===== src/rtl/ptw_pkg.sv =====
package ptw_pkg;
  localparam int VA_W   = 32;
  localparam int PA_W   = 32;
  localparam int OFF_W  = 12;
  localparam int IDX_W  = 10;
  localparam int ENT_LG = 2;
  localparam int FRM_W  = PA_W - OFF_W;
  localparam int B_V    = 0;
  localparam int B_R    = 1;
  localparam int B_W    = 2;
  localparam int B_X    = 3;
  localparam int B_D    = 4;
  localparam int FLAG_W = B_D + 1;

  typedef enum logic [1:0] {ACC_RD = 2'd0, ACC_WR = 2'd1, ACC_EX = 2'd2, ACC_RSV = 2'd3} acc_e;
  typedef enum logic [1:0] {FLT_NONE = 2'd0, FLT_DIR = 2'd1, FLT_PAGE = 2'd2, FLT_PROT = 2'd3} flt_e;

  function automatic logic [PA_W-1:0] dir_entry_addr(input logic [PA_W-1:0] base,
                                                     input logic [IDX_W-1:0] didx);
    return base + PA_W'({didx, {ENT_LG{1'b0}}});
  endfunction

  function automatic logic [PA_W-1:0] tbl_entry_addr(input logic [FRM_W-1:0] frame,
                                                     input logic [IDX_W-1:0] tidx);
    return {frame, {OFF_W{1'b0}}} + PA_W'({tidx, {ENT_LG{1'b0}}});
  endfunction

  function automatic logic [PA_W-1:0] phys_addr(input logic [FRM_W-1:0] frame,
                                                input logic [OFF_W-1:0] off);
    return {frame, off};
  endfunction
endpackage


===== src/rtl/ptw_check.sv =====
module ptw_check
  import ptw_pkg::*;
(
  input  logic [FLAG_W-1:0] flags,
  input  acc_e              kind,
  output logic              allow,
  output logic              need_dirty
);
  logic kind_ok;

  always_comb begin
    case (kind)
      ACC_RD:  kind_ok = flags[B_R];
      ACC_WR:  kind_ok = flags[B_W];
      ACC_EX:  kind_ok = flags[B_X];
      default: kind_ok = 1'b0;
    endcase
    allow      = flags[B_V] && kind_ok;
    need_dirty = allow && (kind == ACC_WR) && !flags[B_D];
  end
endmodule


===== src/rtl/ptw_seq.sv =====
module ptw_seq
  import ptw_pkg::*;
(
  input  logic              clk,
  input  logic              rst_n,
  input  logic              req_valid,
  input  logic [VA_W-1:0]   req_vaddr,
  input  acc_e              req_kind,
  input  logic [PA_W-1:0]   pt_base,
  input  logic              mem_ack,
  input  logic [PA_W-1:0]   mem_rdata,
  input  logic              allow,
  input  logic              need_dirty,
  output acc_e              kind_q,
  output logic [FLAG_W-1:0] ent_flags,
  output logic              busy,
  output logic              done,
  output logic              fault,
  output flt_e              fault_code,
  output logic [PA_W-1:0]   resp_paddr,
  output logic [2:0]        resp_perm,
  output logic              mem_req,
  output logic              mem_we,
  output logic [PA_W-1:0]   mem_addr,
  output logic [PA_W-1:0]   mem_wdata
);
  typedef enum logic [1:0] {S_IDLE, S_DIR, S_TBL, S_WB} st_e;

  st_e              st;
  logic [VA_W-1:0]  va_q;
  logic [PA_W-1:0]  base_q;
  logic [PA_W-1:0]  tbl_addr_q;
  logic [PA_W-1:0]  pte_q;
  logic [IDX_W-1:0] didx, tidx;
  logic [OFF_W-1:0] off;

  // named internal events
  logic start_ev, dir_ev, tbl_ev, wb_ev;
  assign start_ev = (st == S_IDLE) && req_valid;
  assign dir_ev   = (st == S_DIR) && mem_ack;
  assign tbl_ev   = (st == S_TBL) && mem_ack;
  assign wb_ev    = (st == S_WB) && mem_ack;

  assign didx      = va_q[VA_W-1 -: IDX_W];
  assign tidx      = va_q[OFF_W +: IDX_W];
  assign off       = va_q[OFF_W-1:0];
  assign ent_flags = mem_rdata[FLAG_W-1:0];
  assign busy      = (st != S_IDLE);
  assign mem_req   = busy;
  assign mem_we    = (st == S_WB);
  assign mem_addr  = (st == S_DIR) ? dir_entry_addr(base_q, didx) : tbl_addr_q;
  assign mem_wdata = (st == S_WB) ? (pte_q | (PA_W'(1) << B_D)) : '0;

  always_ff @(posedge clk) begin
    if (!rst_n) begin
      st         <= S_IDLE;
      va_q       <= '0;
      base_q     <= '0;
      kind_q     <= ACC_RD;
      tbl_addr_q <= '0;
      pte_q      <= '0;
      done       <= 1'b0;
      fault      <= 1'b0;
      fault_code <= FLT_NONE;
      resp_paddr <= '0;
      resp_perm  <= '0;
    end else begin
      done  <= 1'b0;
      fault <= 1'b0;
      if (start_ev) begin
        va_q   <= req_vaddr;
        base_q <= pt_base;
        kind_q <= req_kind;
        st     <= S_DIR;
      end
      if (dir_ev) begin
        if (!mem_rdata[B_V]) begin
          fault      <= 1'b1;
          fault_code <= FLT_DIR;
          st         <= S_IDLE;
        end else begin
          tbl_addr_q <= tbl_entry_addr(mem_rdata[PA_W-1:OFF_W], tidx);
          st         <= S_TBL;
        end
      end
      if (tbl_ev) begin
        if (!mem_rdata[B_V]) begin
          fault      <= 1'b1;
          fault_code <= FLT_PAGE;
          st         <= S_IDLE;
        end else if (!allow) begin
          fault      <= 1'b1;
          fault_code <= FLT_PROT;
          st         <= S_IDLE;
        end else begin
          resp_paddr <= phys_addr(mem_rdata[PA_W-1:OFF_W], off);
          resp_perm  <= {mem_rdata[B_X], mem_rdata[B_W], mem_rdata[B_R]};
          fault_code <= FLT_NONE;
          pte_q      <= mem_rdata;
          if (need_dirty) begin
            st <= S_WB;
          end else begin
            done <= 1'b1;
            st   <= S_IDLE;
          end
        end
      end
      if (wb_ev) begin
        done <= 1'b1;
        st   <= S_IDLE;
      end
    end
  end

  a_r1_idle_after_reset: assert property (@(posedge clk)
    $rose(rst_n) |-> !busy && !done && !fault);

  a_r11_req_hold: assert property (@(posedge clk) disable iff (!rst_n)
    mem_req && !mem_ack |=> mem_req && $stable(mem_addr) && $stable(mem_we) && $stable(mem_wdata));

  a_r10_ignore_busy: assert property (@(posedge clk) disable iff (!rst_n)
    busy && req_valid && !mem_ack |=> $stable(va_q) && $stable(kind_q));

  a_r10_end_pulse: assert property (@(posedge clk) disable iff (!rst_n)
    $fell(busy) |-> (done || fault));

  a_r8_wb_data: assert property (@(posedge clk) disable iff (!rst_n)
    mem_we |-> mem_wdata[B_D] && mem_wdata[B_V] && mem_wdata[B_W] && kind_q == ACC_WR);

  a_r4_single_pulse: assert property (@(posedge clk) disable iff (!rst_n)
    (done || fault) |=> !done && !fault);

  a_r4_exclusive: assert property (@(posedge clk) disable iff (!rst_n)
    !(done && fault));
endmodule


===== src/rtl/ptw_walker.sv =====
module ptw_walker
  import ptw_pkg::*;
(
  input  logic        clk,
  input  logic        rst_n,
  input  logic        req_valid,
  input  logic [31:0] req_vaddr,
  input  logic [1:0]  req_kind,
  input  logic [31:0] pt_base,
  output logic        busy,
  output logic        done,
  output logic        fault,
  output logic [1:0]  fault_code,
  output logic [31:0] resp_paddr,
  output logic [2:0]  resp_perm,
  output logic        mem_req,
  output logic        mem_we,
  output logic [31:0] mem_addr,
  output logic [31:0] mem_wdata,
  input  logic        mem_ack,
  input  logic [31:0] mem_rdata
);
  acc_e              kind_q;
  flt_e              code;
  logic [FLAG_W-1:0] flags;
  logic              allow, need_dirty;

  ptw_seq u_seq (
    .clk        (clk),
    .rst_n      (rst_n),
    .req_valid  (req_valid),
    .req_vaddr  (req_vaddr),
    .req_kind   (acc_e'(req_kind)),
    .pt_base    (pt_base),
    .mem_ack    (mem_ack),
    .mem_rdata  (mem_rdata),
    .allow      (allow),
    .need_dirty (need_dirty),
    .kind_q     (kind_q),
    .ent_flags  (flags),
    .busy       (busy),
    .done       (done),
    .fault      (fault),
    .fault_code (code),
    .resp_paddr (resp_paddr),
    .resp_perm  (resp_perm),
    .mem_req    (mem_req),
    .mem_we     (mem_we),
    .mem_addr   (mem_addr),
    .mem_wdata  (mem_wdata)
  );

  ptw_check u_chk (
    .flags      (flags),
    .kind       (kind_q),
    .allow      (allow),
    .need_dirty (need_dirty)
  );

  assign fault_code = code;
endmodule


===== config.mk =====
export PLATFORM = sky130hd
export DESIGN_NAME = ptw_walker
export DESIGN_NICKNAME = d
export VERILOG_FILES = /design/src/rtl/ptw_pkg.sv /design/src/rtl/ptw_check.sv /design/src/rtl/ptw_seq.sv /design/src/rtl/ptw_walker.sv
export SDC_FILE = /design/constraint.sdc
export NUM_CORES = 1
export LEC_CHECK = 0
export CAP_MARGIN = 40
export CORE_ASPECT_RATIO = 0.6
export CORE_UTILIZATION = 36
export CTS_CLUSTER_DIAMETER = 50
export CTS_CLUSTER_SIZE = 14
export DETAILED_ROUTE_END_ITERATION = 7
export DONT_BUFFER_PORTS = 1
export PLACE_DENSITY = 0.46
export SYNTH_ARGS = -nofsm -noshare
export SYNTH_HDL_FRONTEND = slang
export SYNTH_HIERARCHICAL = 1
export SYNTH_SLANG_ARGS = --single-unit

===== constraint.sdc =====
create_clock -name clk -period 3.25 [get_ports clk]
set_input_delay 0.4875 -clock clk [delete_from_list [all_inputs] [get_ports clk]]
set_output_delay 0.4875 -clock clk [all_outputs]
set_load 0.01 [all_outputs]

Word level (Yosys, flattened, before mapping)
Index checks and enable logic that the tools add are counted.
{"block": "word_totals", "inputBits": 102, "ff_bits": 171, "wordCells": 62}
{"block": "op_classes", "mux": 25, "n_addsub": 2, "n_reduce_logical": 17, "bitwise_logic": 1, "eq_ne": 6}
{"cell": "$add A32 B12 Y32", "count": 2}
{"cell": "$mux W32", "count": 2}
{"cell": "$mux W2", "count": 12}
{"cell": "$mux W1", "count": 10}
{"cell": "$logic_and A1 B1 Y1", "count": 7}
{"cell": "$eq A2 B2 Y1 const B", "count": 3}
{"cell": "$eq A2 B1 Y1 const B", "count": 2}
{"cell": "$logic_not A2 Y1", "count": 2}
{"cell": "$reduce_and A2 Y1", "count": 2}
{"cell": "$reduce_bool A2 Y1", "count": 2}
{"cell": "$pmux W1 S3", "count": 1}
{"cell": "$reduce_and A3 Y1", "count": 1}
{"cell": "$reduce_bool A3 Y1", "count": 1}
{"cell": "$ne A2 B1 Y1 const B", "count": 1}
{"cell": "$reduce_or A2 Y1", "count": 1}
{"cell": "$logic_not A1 Y1", "count": 1}
{"cell": "$not A1 Y1", "count": 1}

Longest topological paths before layout
Gate-level depths: netlist of the first run.
{"block": "logic_depth", "depth_word": 10, "mapped_depth": 9}

By module
The synthesis of the first run kept the hierarchy.
{"module": "ptw_seq", "area_each_um2": 6702.7, "cells_each": 906, "seq_area_each_um2": 2902.8, "instances": 1}
{"module": "ptw_check", "area_each_um2": 41.3, "cells_each": 6, "seq_area_each_um2": 0.0, "instances": 1}

Worst setup path before layout of the first run
Ideal clock, no wire load.
{"block": "synth_timing", "kind": "register -> output", "from": "register u_seq.va_q[22]", "to": "output port mem_addr[20]", "path_slack_ps": 631, "stages_incl_launch_ff": 9, "arrival_time_ps": 2131, "cell_sequence": "dfxtp_1 > ha_1 > fa_1 > a21oi_1 > o21ai_1 > o21ai_2 > a2111oi_0 > xnor2_1 > o21ai_0"}
{"block": "synth_via", "elab_chain_cells": 2}
{"item": "start: declaration", "line": "ptw_seq.sv:30", "source": "logic [VA_W-1:0] va_q;"}
{"item": "start signal: assignment", "line": "ptw_seq.sv:71", "source": "va_q <= req_vaddr;"}
{"item": "$add A32 B12 Y32", "line": "ptw_pkg.sv:20", "source": "return base + PA_W'({didx, {ENT_LG{1'b0}}});"}
{"item": "$mux W32", "line": "ptw_seq.sv:51", "source": "assign mem_addr = (st == S_DIR) ? dir_entry_addr(base_q, didx) : tbl_addr_q;"}
{"item": "end: declaration", "line": "ptw_walker.sv:18", "source": "output logic [31:0] mem_addr,"}
Every way passes these cells.

Worst setup path after layout of the first run
{"block": "layout_timing", "from": "register u_seq.va_q[22]", "to": "output port mem_addr[22]"}
The elaborated chain is that of the path after synthesis.

==> report_table.html, run 1 <==
<table>
<tr><th>Metric</th><th>Value</th></tr>
<tr><th colspan="2">Placement</th></tr>
<tr><td>Count of input and output buffers</td><td>0</td></tr>
<tr><td>Placed wire-length estimate</td><td>~14000 um</td></tr>
<tr><td>Routability cong.</td><td>between 0.9 and 1</td></tr>
<tr><th colspan="2">Timing</th></tr>
<tr><td>Setup tns final</td><td>0 ps</td></tr>
<tr><td>Post-layout min period</td><td>3170 ps</td></tr>
<tr><td>Final period utilization</td><td>a little over nine tenths</td></tr>
<tr><td>Clk_skew</td><td>a little over 8 ps</td></tr>
<tr><td>Slew at the pin closest to its max-slew limit</td><td>roughly 750 ps</td></tr>
<tr><td>Worst slew slack as a fraction of its limit</td><td>49.8%</td></tr>
<tr><td>Setup-failing EPs final</td><td>0</td></tr>
<tr><td>Max-slew violation total from the final report</td><td>0</td></tr>
<tr><td>FMAX</td><td>around 320 MHz</td></tr>
<tr><td>Worst hold margin</td><td>between 150 and 200 ps</td></tr>
<tr><td>RSZ-0062 raised after global routing</td><td>yes</td></tr>
<tr><td>Final Hold Fails</td><td>0</td></tr>
<tr><th colspan="2">Synthesis</th></tr>
<tr><td>Number of instances in the synthesized netlist</td><td>912</td></tr>
<tr><td>Seq/Total Area, Yosys</td><td>between 40% and 50%</td></tr>
<tr><td>Count of flip-flops with a built-in enable after synthesis</td><td>0</td></tr>
<tr><td>Cell type with the largest total area after synthesis</td><td>sky130_fd_sc_hd__dfxtp_1</td></tr>
<tr><td>Share of synthesized flip-flops with an asynchronous set or reset</td><td>0%</td></tr>
<tr><td>Yosys cell types</td><td>48</td></tr>
<tr><td>Net count after synthesis</td><td>slightly above 1000</td></tr>
<tr><td>Synth top area cells</td><td>sky130_fd_sc_hd__dfxtp_1, sky130_fd_sc_hd__nand2_1, sky130_fd_sc_hd__a21oi_1</td></tr>
<tr><td>Synthesized area per cell</td><td>roughly 7.4 um^2</td></tr>
<tr><td>Yosys reg bits</td><td>roughly 150</td></tr>
<tr><td>Warning count from the yosys run</td><td>6</td></tr>
<tr><td>Post-synth top flop</td><td>sky130_fd_sc_hd__dfxtp_1</td></tr>
<tr><td>Top cell type's share of synthesized area</td><td>~43%</td></tr>
<tr><td>Mapped Area</td><td>between 0.006 and 0.007 mm^2</td></tr>
<tr><th colspan="2">Die</th></tr>
<tr><td>Height of the die</td><td>roughly 110 um</td></tr>
<tr><td>Die footprint</td><td>~0.019 mm^2</td></tr>
<tr><td>Die extent in x</td><td>~180 um</td></tr>
<tr><td>Core area</td><td>approximately 0.018 mm^2</td></tr>
<tr><td>Standard-cell rows</td><td>38</td></tr>
<tr><td>Initial cell density of the core</td><td>37.0%</td></tr>
<tr><td>Total I/O pin count</td><td>between 200 and 250</td></tr>
<tr><th colspan="2">Pwr</th></tr>
<tr><td>Reg power frac</td><td>~47%</td></tr>
<tr><td>Portion of total power attributed to combinational logic</td><td>8.3%</td></tr>
<tr><td>Standby leakage power</td><td>around 2.6 nW</td></tr>
<tr><td>PD cells</td><td>between 500 and 600 mW/mm^2</td></tr>
<tr><td>Total power of the final layout</td><td>around 4.0 mW</td></tr>
<tr><td>Internal power component</td><td>approximately 3 mW</td></tr>
<tr><td>Proportion of total power due to net switching</td><td>between 20 and 30%</td></tr>
<tr><td>Worst IR drop on VDD</td><td>~0.33 mV</td></tr>
<tr><td>Relative contribution of the clock network to total power</td><td>45.0%</td></tr>
<tr><td>Net load switching power</td><td>around 1.0 mW</td></tr>
<tr><th colspan="2">Run</th></tr>
<tr><td>Reported max-cap violation count</td><td>0</td></tr>
<tr><th colspan="2">Clock network</th></tr>
<tr><td>Number of H-tree levels</td><td>4</td></tr>
<tr><td>Quantity of hold-fixing buffers added after cts</td><td>0</td></tr>
<tr><td>CTS tree</td><td>built</td></tr>
<tr><td>Source-to-sink clock delay at the later pin of the worst-skew pair</td><td>roughly 420 ps</td></tr>
<tr><td>Worst-path clk slew</td><td>roughly 60 ps</td></tr>
<tr><td>Total clock buffers created by CTS</td><td>17</td></tr>
<tr><td>Max clock buf depth</td><td>2</td></tr>
<tr><td>CTS Root Buffer Type</td><td>sky130_fd_sc_hd__clkbuf_16</td></tr>
<tr><td>Number of clock sinks</td><td>around 150</td></tr>
<tr><th colspan="2">Global routing</th></tr>
<tr><td>GR Overflow Total</td><td>0</td></tr>
<tr><td>Via count of the first global-routing pass</td><td>roughly 5400</td></tr>
<tr><td>Wire length of the first global-routing pass</td><td>about 30000 um</td></tr>
<tr><td>Initial antenna violation count</td><td>0</td></tr>
<tr><td>Combined global-route utilization of all metal layers</td><td>a little over a fifth</td></tr>
<tr><td>Maximum number of pins on one net before global-route repair</td><td>87</td></tr>
<tr><th colspan="2">Final layout</th></tr>
<tr><td>Antenna diode instance count</td><td>0</td></tr>
<tr><td>Share of layout cells above drive strength 1</td><td>8.27%</td></tr>
<tr><td>Net count, final</td><td>just under 1000</td></tr>
<tr><td>Area Overhead vs Synth</td><td>9.07%</td></tr>
<tr><th colspan="2">Drt</th></tr>
<tr><td>Number of antenna-violating nets in the routed design</td><td>0</td></tr>
<tr><td>Total via count in the routed design</td><td>around 6000</td></tr>
<tr><td>Average detailed-routed wire length per instance</td><td>about 18 um</td></tr>
<tr><td>Drt first-iter violations</td><td>422</td></tr>
<tr><td>Number of search-and-repair iterations in the first detailed-routing pass</td><td>5</td></tr>
<tr><td>Detailed-route vias per instance</td><td>between 5 and 6</td></tr>
<tr><td>Final wirelength</td><td>approximately 20000 um</td></tr>
<tr><td>Drc violations</td><td>0</td></tr>
<tr><th colspan="2">Worst setup path</th></tr>
<tr><td>Type of origin of the critical path</td><td>flip-flop</td></tr>
<tr><td>Worst Setup End Kind</td><td>output port</td></tr>
<tr><td>WP data required</td><td>roughly 2800 ps</td></tr>
<tr><td>Top fanout value on the critical path</td><td>7</td></tr>
<tr><td>WS Path Type</td><td>reg -&gt; out</td></tr>
<tr><td>Cell seen most often among critical-path stages</td><td>sky130_fd_sc_hd__o21ai_2</td></tr>
<tr><td>Crit path max-delay cell type</td><td>sky130_fd_sc_hd__fa_2</td></tr>
<tr><td>Category of cells accounting for the largest share of critical-path delay</td><td>compound AO/OA/AOI/OAI gates</td></tr>
<tr><td>Sequence of cells on the critical path</td><td>ha_1 &gt; fa_2 &gt; a21oi_2 &gt; o21ai_2 &gt; o21ai_2 &gt; a2111oi_1 &gt; xnor2_1 &gt; o21ai_0</td></tr>
<tr><td>Bufs and invs on worst path</td><td>0</td></tr>
<tr><td>Stage delay of the slowest cell on the critical path</td><td>380 ps</td></tr>
<tr><td>Critical Path AT</td><td>~2700 ps</td></tr>
<tr><th colspan="2">Run status</th></tr>
<tr><td>Run status</td><td>finished clean</td></tr>
<tr><th colspan="2">Min path</th></tr>
<tr><td>Classification of the worst-slack hold path</td><td>in -&gt; reg</td></tr>
</table>
sequential cells by signal, summed over array words and instances, names as in the netlist:
name / count
u_seq/va_q: 32
u_seq/fault: 1
u_seq/resp_paddr: 32
u_seq/kind_q: 2
u_seq/done: 1
u_seq/st: 2
u_seq/resp_perm: 2
u_seq/base_q: 32
u_seq/pte_q: 9
u_seq/tbl_addr_q: 30
u_seq/fault_code: 2
final timing paths:
kind	from	endpoint	slack, ps	cells after the start
worst max-delay path	u_seq/va_q[22]	mem_addr[22]	80	8
worst min-delay path	mem_ack	u_seq/fault_code[0]	190	1
worst max register to register	u_seq/st[1]	u_seq/resp_paddr[31]	770	6
worst min register to register	u_seq/va_q[4]	u_seq/resp_paddr[4]	450	2
cells in the mapped netlist, types with 4 or more instances:
master                     count
sky130_fd_sc_hd__a211oi_1     10
sky130_fd_sc_hd__inv_1         7
sky130_fd_sc_hd__ha_1         10
sky130_fd_sc_hd__o21ai_1      10
sky130_fd_sc_hd__nand2_1     324
sky130_fd_sc_hd__and3_1       35
sky130_fd_sc_hd__o21ai_0      23
sky130_fd_sc_hd__xor2_1        5
sky130_fd_sc_hd__nor2_1       11
sky130_fd_sc_hd__buf_1         4
sky130_fd_sc_hd__buf_4        30
sky130_fd_sc_hd__buf_2         8
sky130_fd_sc_hd__clkbuf_1     52
sky130_fd_sc_hd__xnor2_1      21
sky130_fd_sc_hd__a21oi_1     158
sky130_fd_sc_hd__dfxtp_1     145
sky130_fd_sc_hd__nand3_1      10
sky130_fd_sc_hd__and2_1        6
layer usage:
layer / wire length (um) / track usage, %
met1: 10100 / 30.5
met3: 1570 / 6.19
met4: 242 / 6.30
met2: 8370 / 29.8
met5: 0 / 0
stage by stage:
stage	setup slack [ps]	instance area, um^2	util (%)	instances
finish	84.8	7360	40.4	1111
global route	-65.7	7360	40.4	1111
CTS	-15.0	7270	39.9	1107
detailed placement	409	6710	36.9	1075
global placement	416	6710	36.9	1075
floorplan	631	6740	-	912
cell usage in the layout, fill, tap and decap left out, types with 3 or more instances in the layout:
| cell | count |
|---|---|
| sky130_fd_sc_hd__xnor2_1 | 20 |
| sky130_fd_sc_hd__clkinv_4 | 3 |
| sky130_fd_sc_hd__a21oi_1 | 157 |
| sky130_fd_sc_hd__o21ai_1 | 13 |
| sky130_fd_sc_hd__a211oi_1 | 9 |
| sky130_fd_sc_hd__inv_1 | 7 |
| sky130_fd_sc_hd__or3_1 | 3 |
| sky130_fd_sc_hd__clkbuf_16 | 17 |
| sky130_fd_sc_hd__nand2_1 | 323 |
| sky130_fd_sc_hd__nor2_1 | 11 |
| sky130_fd_sc_hd__ha_1 | 10 |
| sky130_fd_sc_hd__o21ai_0 | 15 |
| sky130_fd_sc_hd__clkinv_2 | 3 |
| sky130_fd_sc_hd__and2_1 | 5 |
| sky130_fd_sc_hd__clkbuf_1 | 4 |
| sky130_fd_sc_hd__a211oi_2 | 3 |
| sky130_fd_sc_hd__dfxtp_1 | 145 |
| sky130_fd_sc_hd__and3_1 | 35 |
| sky130_fd_sc_hd__xor2_1 | 5 |
| sky130_fd_sc_hd__nand3_1 | 10 |
| sky130_fd_sc_hd__and4_1 | 3 |
| sky130_fd_sc_hd__buf_4 | 20 |
| sky130_fd_sc_hd__o21ai_2 | 6 |
timing repair:
| action | in CTS | in global routing |
|---|---|---|
| endpoints found under the setup margin | 14 | 18 |
| gates cloned | 0 | 0 |
| pin swaps | 1 | 4 |
| gates resized for setup | 7 | 16 |
| buffers inserted | 1 | 4 |
power by group through the flow:
stage	Clock (mW)	Combinational [mW]	Sequential (mW)
floorplan	0	0.258	1.91
global placement	0	0.321	1.93
detailed placement	0	0.330	1.93
CTS	1.87	0.333	1.89
global route	1.95	0.379	1.90
finish	1.82	0.336	1.89
cells by family after synthesis:
family | Yosys count | share of synthesized area, %
simple gates | 408 | 25.5
compound gates | 218 | 18.1
flops | 145 | 43.0
buf+inv | 103 | 7.66
xor+xnor | 26 | 3.38
fa+ha+maj | 11 | 2.15
mux | 1 | 0.148
cell type report:
cell class                      count  area, um^2
Multi-Input combinational cell    664        3390
Clock buffer                       22         454
Fill cell                        1919       10900
Timing Repair Buffer               23         193
Sequential cell                   145        2900
Tap cell                          240         300
Clock inverter                      9        86.3
Inverter                            8        32.5
Power figures use the tool's default switching activity.
==> run 2, diff against run 1 <==
==> constraint.sdc (replaced) <==
create_clock -name clk -period 3.25 [get_ports clk]
set_input_delay 0.325 -clock clk [delete_from_list [all_inputs] [get_ports clk]]
set_output_delay 0.325 -clock clk [all_outputs]
set_load 0.01 [all_outputs]
==> report_table.html, run 2 (synthesized netlist as in run 1, its figures left out) <==
<table>
<tr><th>Metric</th><th>Value</th></tr>
<tr><th colspan="2">Run status</th></tr>
<tr><td>Run status</td><td>finished clean</td></tr>
<tr><th colspan="2">Final layout</th></tr>
<tr><td>Combined flip-flop and latch cell area</td><td>0.00290 mm^2 (unchanged)</td></tr>
<tr><td>Most used cells in the layout excluding fill and tap cells</td><td>sky130_fd_sc_hd__nand2_1, sky130_fd_sc_hd__a21oi_1, sky130_fd_sc_hd__dfxtp_1</td></tr>
<tr><td>Biggest regs</td><td>u_seq/base_q: 32 flops, u_seq/resp_paddr: 32 flops, u_seq/va_q: 32 flops</td></tr>
<tr><td>Multi-input gate area in the final layout</td><td>0.00335 mm^2 (-1.1%)</td></tr>
<tr><td>Commonest non-fill, non-tap cell in the layout</td><td>sky130_fd_sc_hd__nand2_1</td></tr>
<tr><td>Share of layout cells above drive strength 1</td><td>7.26% (-1.0 points)</td></tr>
<tr><td>Net count, final</td><td>968 (-0.41%)</td></tr>
<tr><td>Fillcell total</td><td>1876 (-2.2%)</td></tr>
<tr><td>Count of non-filler cells in the finished layout</td><td>1108 (-0.27%)</td></tr>
<tr><td>Area Overhead vs Synth</td><td>9.30%</td></tr>
<tr><td>Antenna diode instance count</td><td>0 (unchanged)</td></tr>
<tr><td>Post-layout utilization of the core</td><td>40.5% (+0.082 points)</td></tr>
<tr><td>Post-route cell area</td><td>0.00737 mm^2 (+0.20%)</td></tr>
<tr><th colspan="2">Placement</th></tr>
<tr><td>Worst-case setup slack after placement</td><td>392 ps (-17.3 ps)</td></tr>
<tr><td>Post-Place Cells</td><td>1074 (-0.093%)</td></tr>
<tr><td>Count of input and output buffers</td><td>0 (unchanged)</td></tr>
<tr><td>Placed wire-length estimate</td><td>14300 um (-0.99%)</td></tr>
<tr><td>Area after detailed placement</td><td>0.00671 mm^2 (-0.11%)</td></tr>
<tr><td>Routability cong.</td><td>0.878 (-2.7%)</td></tr>
<tr><th colspan="2">Timing</th></tr>
<tr><td>Worst hold margin</td><td>34.6 ps (-160 ps)</td></tr>
<tr><td>Setup-failing EPs final</td><td>0 (unchanged)</td></tr>
<tr><td>Slew at the pin closest to its max-slew limit</td><td>741 ps (-9.52 ps)</td></tr>
<tr><td>Setup tns final</td><td>0 ps (unchanged)</td></tr>
<tr><td>Max-slew violation total from the final report</td><td>0 (unchanged)</td></tr>
<tr><td>RSZ-0062 raised after global routing</td><td>no</td></tr>
<tr><td>Worst slew slack as a fraction of its limit</td><td>50.6% (+0.81 points)</td></tr>
<tr><td>Min setup slack post-route</td><td>188 ps (+103 ps)</td></tr>
<tr><td>Final Hold Fails</td><td>0 (unchanged)</td></tr>
<tr><td>FMAX</td><td>327 MHz (+3.4%)</td></tr>
<tr><td>Final period utilization</td><td>94.2% (-3.2 points)</td></tr>
<tr><td>Clk_skew</td><td>6.78 ps (-1.42 ps)</td></tr>
<tr><td>Post-layout min period</td><td>3060 ps (-103 ps)</td></tr>
<tr><th colspan="2">Worst setup path</th></tr>
<tr><td>Bufs and invs on worst path</td><td>0 (unchanged)</td></tr>
<tr><td>Critical Path AT</td><td>2740 ps (+60 ps)</td></tr>
<tr><td>Startpoint of the most critical setup path</td><td>u_seq/va_q[22]</td></tr>
<tr><td>RR Startpoint</td><td>u_seq/st[1]</td></tr>
<tr><td>Worst flop-to-flop path endpoint</td><td>u_seq/resp_paddr[12]</td></tr>
<tr><td>Worst Setup End Kind</td><td>output port</td></tr>
<tr><td>Crit path max-delay cell type</td><td>sky130_fd_sc_hd__fa_1</td></tr>
<tr><td>Type of origin of the critical path</td><td>flip-flop</td></tr>
<tr><td>Stage delay of the slowest cell on the critical path</td><td>420 ps (+40 ps)</td></tr>
<tr><td>Register-to-Register Setup Slack</td><td>890 ps (+120 ps)</td></tr>
<tr><td>WP data required</td><td>2920 ps (+160 ps)</td></tr>
<tr><td>Cell count of the worst reg-to-reg path</td><td>6 (unchanged)</td></tr>
<tr><td>Category of cells accounting for the largest share of critical-path delay</td><td>compound AO/OA/AOI/OAI gates</td></tr>
<tr><td>WS Path Type</td><td>reg -&gt; out</td></tr>
<tr><td>Top fanout value on the critical path</td><td>7 (unchanged)</td></tr>
<tr><td>Sequence of cells on the critical path</td><td>ha_1 &gt; fa_1 &gt; a21oi_2 &gt; o21ai_1 &gt; o21ai_2 &gt; a2111oi_1 &gt; xnor2_1 &gt; o21ai_0</td></tr>
<tr><th colspan="2">Drt</th></tr>
<tr><td>Average detailed-routed wire length per instance</td><td>18.1 um (-1.2%)</td></tr>
<tr><td>Detailed-route vias per instance</td><td>5.20 (-1.2%)</td></tr>
<tr><td>Drc violations</td><td>0 (unchanged)</td></tr>
<tr><td>Drt first-iter violations</td><td>485 (+15%)</td></tr>
<tr><td>Total via count in the routed design</td><td>5762 (-1.5%)</td></tr>
<tr><td>Number of antenna-violating nets in the routed design</td><td>0 (unchanged)</td></tr>
<tr><td>Final wirelength</td><td>20000 um (-1.5%)</td></tr>
<tr><td>Number of search-and-repair iterations in the first detailed-routing pass</td><td>5 (unchanged)</td></tr>
<tr><th colspan="2">Die</th></tr>
<tr><td>Die extent in x</td><td>179 um (unchanged)</td></tr>
<tr><td>Die footprint</td><td>0.0193 mm^2 (unchanged)</td></tr>
<tr><td>Total I/O pin count</td><td>208 (unchanged)</td></tr>
<tr><td>Height of the die</td><td>108 um (unchanged)</td></tr>
<tr><td>Core area</td><td>0.0182 mm^2 (unchanged)</td></tr>
<tr><td>Initial cell density of the core</td><td>37.0% (unchanged)</td></tr>
<tr><td>Standard-cell rows</td><td>38 (unchanged)</td></tr>
<tr><th colspan="2">Global routing</th></tr>
<tr><td>Via count of the first global-routing pass</td><td>5289 (-2.1%)</td></tr>
<tr><td>Initial antenna violation count</td><td>0 (unchanged)</td></tr>
<tr><td>Combined global-route utilization of all metal layers</td><td>20.8% (-0.31 points)</td></tr>
<tr><td>Maximum number of pins on one net before global-route repair</td><td>83 (-4.6%)</td></tr>
<tr><td>GR Overflow Total</td><td>0 (unchanged)</td></tr>
<tr><td>Wire length of the first global-routing pass</td><td>30100 um (-1.2%)</td></tr>
<tr><th colspan="2">Run</th></tr>
<tr><td>Reported max-cap violation count</td><td>0 (unchanged)</td></tr>
<tr><th colspan="2">Clock network</th></tr>
<tr><td>Total clock buffers created by CTS</td><td>17 (unchanged)</td></tr>
<tr><td>CTS tree</td><td>built</td></tr>
<tr><td>Number of clock sinks</td><td>145 (unchanged)</td></tr>
<tr><td>CTS Root Buffer Type</td><td>sky130_fd_sc_hd__clkbuf_16</td></tr>
<tr><td>Max clock buf depth</td><td>2 (unchanged)</td></tr>
<tr><td>Number of H-tree levels</td><td>4 (unchanged)</td></tr>
<tr><td>Worst-path clk slew</td><td>70 ps (about the same)</td></tr>
<tr><td>Source-to-sink clock delay at the later pin of the worst-skew pair</td><td>420 ps (about the same)</td></tr>
<tr><th colspan="2">Pwr</th></tr>
<tr><td>PD cells</td><td>583 mW/mm^2 (+6.0%)</td></tr>
<tr><td>Standby leakage power</td><td>2.62 nW (+0.46%)</td></tr>
<tr><td>Total power of the final layout</td><td>4.30 mW (+6.2%)</td></tr>
<tr><td>Worst IR drop on VDD</td><td>0.306 mV (-7.0%)</td></tr>
<tr><th colspan="2">Min path</th></tr>
<tr><td>Hold-critical path depth</td><td>2 (+1)</td></tr>
<tr><td>Startpoint of the worst hold path</td><td>pt_base[4]</td></tr>
<tr><td>Worst min-delay path endpoint</td><td>u_seq/base_q[4]</td></tr>
<tr><td>Classification of the worst-slack hold path</td><td>in -&gt; reg</td></tr>
</table>
run 2: cell types whose count changed in the layout (fill, tap and decap cells not counted), sizes merged:
cell and change:
inv +5, bufinv +2, dlygate4sd3 +1, clkbuf -4
buf -5, clkinv -3, clkinvlp +1
run 2: worst max path at each step:
stage                        end  cells after the start  slack [ps]
floorplan           mem_addr[20]                      8         790
global placement    mem_addr[15]                      8         430
detailed placement  mem_addr[15]                      8         390
CTS                 mem_addr[15]                      8          60
global route        mem_addr[22]                      8           7
finish              mem_addr[22]                      8         190
run 2: layout make-up:
| type | instances | area share (%) |
|---|---|---|
| multi-input cells | 664 | 45.4 |
| clock buffers | 18 | 5.96 |
| repair buffers | 19 | 2.31 |
| clock inverters | 14 | 2.41 |
| inverters | 8 | 0.441 |
| well taps | 240 | 4.07 |
| flip-flops and latches | 145 | 39.4 |
run 2: where the power goes:
group          switching (mW)  total, mW  internal [mW]  leakage [nW]
registers              0.0519       1.89           1.84          1.18
logic                   0.228      0.330          0.102          1.15
clock network           0.836       2.08           1.24         0.296
total                    1.12       4.30           3.18          2.62
run 2: routing by layer:
| metal | routed length [um] | global-route usage, % |
|---|---|---|
| met5 | 0 | 0 |
| met4 | 115 | 4.48 |
| met1 | 10100 | 29.7 |
| met2 | 8310 | 30.1 |
| met3 | 1520 | 6.61 |
run 2: what timing repair did:
action,4_1_cts,5_1_grt
pin swaps,1,1
hold buffers,0,1
setup endpoints to repair,1,5
resized for setup,0,5
setup buffers,1,0
endpoints found under the hold margin,0,1
==> run 3, diff against run 2 <==
Settings changed: CTS_BUF_LIST set to sky130_fd_sc_hd__clkbuf_8.
Clock period 3.25 ns to 3.6 ns, I/O delays scaled along.
==> report_table.html, run 3 (synthesized netlist as in run 1, its figures left out) <==
<table>
<tr><th>Metric</th><th>Value</th></tr>
<tr><th colspan="2">Run status</th></tr>
<tr><td>Run status</td><td>finished clean</td></tr>
<tr><th colspan="2">Timing</th></tr>
<tr><td>Final Hold Fails</td><td>0 (unchanged)</td></tr>
<tr><td>Worst slew slack as a fraction of its limit</td><td>51.4% (+0.78 points)</td></tr>
<tr><td>Setup-failing EPs final</td><td>0 (unchanged)</td></tr>
<tr><td>Max-slew violation total from the final report</td><td>0 (unchanged)</td></tr>
<tr><td>Setup tns final</td><td>0 ps (unchanged)</td></tr>
<tr><td>Clk_skew</td><td>16.4 ps (+9.66 ps)</td></tr>
<tr><td>Slew at the pin closest to its max-slew limit</td><td>722 ps (-19.3 ps)</td></tr>
<tr><td>RSZ-0062 raised after global routing</td><td>no</td></tr>
<tr><td>FMAX</td><td>just under 300 MHz</td></tr>
<tr><td>Final period utilization</td><td>93.2%</td></tr>
<tr><td>Post-layout min period</td><td>3360 ps</td></tr>
<tr><th colspan="2">Pwr</th></tr>
<tr><td>PD cells</td><td>454 mW/mm^2 (-22%)</td></tr>
<tr><td>Total power of the final layout</td><td>3.24 mW (-25%)</td></tr>
<tr><td>Standby leakage power</td><td>2.49 nW (-5.0%)</td></tr>
<tr><td>Worst IR drop on VDD</td><td>0.230 mV (-25%)</td></tr>
<tr><th colspan="2">Worst setup path</th></tr>
<tr><td>Cell count of the worst reg-to-reg path</td><td>6 (unchanged)</td></tr>
<tr><td>Top fanout value on the critical path</td><td>10 (+3)</td></tr>
<tr><td>Critical Path AT</td><td>3000 ps (+260 ps)</td></tr>
<tr><td>RR Startpoint</td><td>u_seq/st[1]</td></tr>
<tr><td>Type of origin of the critical path</td><td>flip-flop</td></tr>
<tr><td>Worst flop-to-flop path endpoint</td><td>u_seq/resp_paddr[2]</td></tr>
<tr><td>WP data required</td><td>3240 ps (+320 ps)</td></tr>
<tr><td>Worst Setup End Kind</td><td>output port</td></tr>
<tr><td>Register-to-Register Setup Slack</td><td>1160 ps (+270 ps)</td></tr>
<tr><td>WS Path Type</td><td>reg -&gt; out</td></tr>
<tr><th colspan="2">Final layout</th></tr>
<tr><td>Post-layout utilization of the core</td><td>39.1% (-1.4 points)</td></tr>
<tr><td>Share of layout cells above drive strength 1</td><td>6.44% (-0.81 points)</td></tr>
<tr><td>Area Overhead vs Synth</td><td>5.64%</td></tr>
<tr><td>Most used cells in the layout excluding fill and tap cells</td><td>sky130_fd_sc_hd__nand2_1, sky130_fd_sc_hd__a21oi_1, sky130_fd_sc_hd__dfxtp_1</td></tr>
<tr><td>Commonest non-fill, non-tap cell in the layout</td><td>sky130_fd_sc_hd__nand2_1</td></tr>
<tr><td>Biggest regs</td><td>u_seq/base_q: 32 flops, u_seq/resp_paddr: 32 flops, u_seq/va_q: 32 flops</td></tr>
<tr><td>Net count, final</td><td>970 (+0.21%)</td></tr>
<tr><td>Post-route cell area</td><td>0.00712 mm^2 (-3.3%)</td></tr>
<tr><td>Antenna diode instance count</td><td>0 (unchanged)</td></tr>
<tr><th colspan="2">Min path</th></tr>
<tr><td>Worst min-delay path endpoint</td><td>u_seq/va_q[4]</td></tr>
<tr><td>Classification of the worst-slack hold path</td><td>in -&gt; reg</td></tr>
<tr><td>Startpoint of the worst hold path</td><td>req_vaddr[4]</td></tr>
<tr><td>Hold-critical path depth</td><td>2 (unchanged)</td></tr>
<tr><th colspan="2">Global routing</th></tr>
<tr><td>Wire length of the first global-routing pass</td><td>30200 um (+0.11%)</td></tr>
<tr><td>Via count of the first global-routing pass</td><td>5349 (+1.1%)</td></tr>
<tr><td>Combined global-route utilization of all metal layers</td><td>20.6% (-0.11 points)</td></tr>
<tr><td>GR Overflow Total</td><td>0 (unchanged)</td></tr>
<tr><td>Maximum number of pins on one net before global-route repair</td><td>87 (+4.8%)</td></tr>
<tr><td>Initial antenna violation count</td><td>0 (unchanged)</td></tr>
<tr><th colspan="2">Die</th></tr>
<tr><td>Core area</td><td>0.0182 mm^2 (unchanged)</td></tr>
<tr><td>Die extent in x</td><td>179 um (unchanged)</td></tr>
<tr><td>Height of the die</td><td>108 um (unchanged)</td></tr>
<tr><td>Total I/O pin count</td><td>208 (unchanged)</td></tr>
<tr><td>Die footprint</td><td>0.0193 mm^2 (unchanged)</td></tr>
<tr><td>Initial cell density of the core</td><td>37.0% (unchanged)</td></tr>
<tr><td>Standard-cell rows</td><td>38 (unchanged)</td></tr>
<tr><th colspan="2">Drt</th></tr>
<tr><td>Drc violations</td><td>0 (unchanged)</td></tr>
<tr><td>Detailed-route vias per instance</td><td>5.26 (+1.2%)</td></tr>
<tr><td>Average detailed-routed wire length per instance</td><td>18.1 um (about the same)</td></tr>
<tr><td>Final wirelength</td><td>20100 um (+0.15%)</td></tr>
<tr><td>Total via count in the routed design</td><td>5837 (+1.3%)</td></tr>
<tr><td>Number of search-and-repair iterations in the first detailed-routing pass</td><td>5 (unchanged)</td></tr>
<tr><td>Drt first-iter violations</td><td>426 (-12%)</td></tr>
<tr><td>Number of antenna-violating nets in the routed design</td><td>0 (unchanged)</td></tr>
<tr><th colspan="2">Clock network</th></tr>
<tr><td>CTS-repair resized insts</td><td>0 (unchanged)</td></tr>
<tr><td>Max clock buf depth</td><td>2 (unchanged)</td></tr>
<tr><td>Buffers inserted by post-CTS timing repair</td><td>0 (-1)</td></tr>
<tr><td>Number of clock sinks</td><td>145 (unchanged)</td></tr>
<tr><td>Worst-path clk slew</td><td>90 ps (+20 ps)</td></tr>
<tr><td>CTS Root Buffer Type</td><td>sky130_fd_sc_hd__clkbuf_8</td></tr>
<tr><td>Number of H-tree levels</td><td>4 (unchanged)</td></tr>
<tr><td>Total clock buffers created by CTS</td><td>17 (unchanged)</td></tr>
<tr><td>CTS tree</td><td>built</td></tr>
<tr><td>Source-to-sink clock delay at the later pin of the worst-skew pair</td><td>450 ps (+30 ps)</td></tr>
<tr><th colspan="2">Run</th></tr>
<tr><td>Reported max-cap violation count</td><td>0 (unchanged)</td></tr>
<tr><th colspan="2">Placement</th></tr>
<tr><td>Area after detailed placement</td><td>0.00668 mm^2 (-0.45%)</td></tr>
<tr><td>Placed wire-length estimate</td><td>14200 um (-1.2%)</td></tr>
<tr><td>Count of input and output buffers</td><td>0 (unchanged)</td></tr>
<tr><td>Routability cong.</td><td>0.872 (-0.67%)</td></tr>
</table>
[run 3: final cells by class]
type | count | area (um^2)
clock buffers | 17 | 234
repair buffers | 21 | 190
inverters | 8 | 32.5
clock inverters | 14 | 134
well taps | 240 | 300
flip-flops and latches | 145 | 2900
multi-input cells | 664 | 3330
fillers | 1888 | 11100
[run 3: power by group]
group | leakage [nW] | switching [mW] | internal [mW]
Clock | 0.165 | 0.680 | 0.552
Sequential | 1.18 | 0.0472 | 1.66
Combinational | 1.15 | 0.206 | 0.0941
[run 3: repair_timing]
| item | 4_1_cts | 5_1_grt |
|---|---|---|
| hold buffers | 3 | 5 |
| endpoints found under the hold margin | 3 | 6 |
| setup endpoints to repair | 0 | 0 |
[run 3: per-layer routing]
layer | vias up | wire (um) | track usage (%)
met2 | 196 | 8190 | 29.5
met1 | 2744 | 9970 | 29.0
met4 | 0 | 197 | 5.51
met3 | 15 | 1710 | 7.42
met5 | - | 0 | 0
li1 | 2882 | - | -
[run 3: worst max path at each step]
stage / cells past startpoint / endpoint / startpoint
after floorplan: 8 / mem_addr[20] / u_seq/va_q[22]
after global placement: 7 / mem_addr[15] / u_seq/va_q[28]
after detailed placement: 8 / mem_addr[22] / u_seq/va_q[22]
after CTS: 8 / mem_addr[20] / u_seq/va_q[22]
after global routing: 8 / mem_addr[20] / u_seq/va_q[22]
final: 8 / mem_addr[20] / u_seq/va_q[22]
[run 3: worst max-delay path: stages (launching register included)]
cell	delay, ps
sky130_fd_sc_hd__dfxtp_1	320
sky130_fd_sc_hd__ha_1	220
sky130_fd_sc_hd__fa_1	410
sky130_fd_sc_hd__a21oi_1	220
sky130_fd_sc_hd__o21ai_1	150
sky130_fd_sc_hd__o21ai_2	460
sky130_fd_sc_hd__a2111oi_0	260
sky130_fd_sc_hd__xnor2_1	180
sky130_fd_sc_hd__o21ai_0	340
[run 3: per-stage QoR]
stage | setup WS, ps | hold slack (ps) | instances
CTS | 240 | 1.73 | 1104
floorplan | 1110 | 432 | 912
detailed placement | 748 | 443 | 1070
global route | 31.1 | 1.16 | 1109
finish | 245 | 38.1 | 1109
global placement | 791 | 437 | 1070
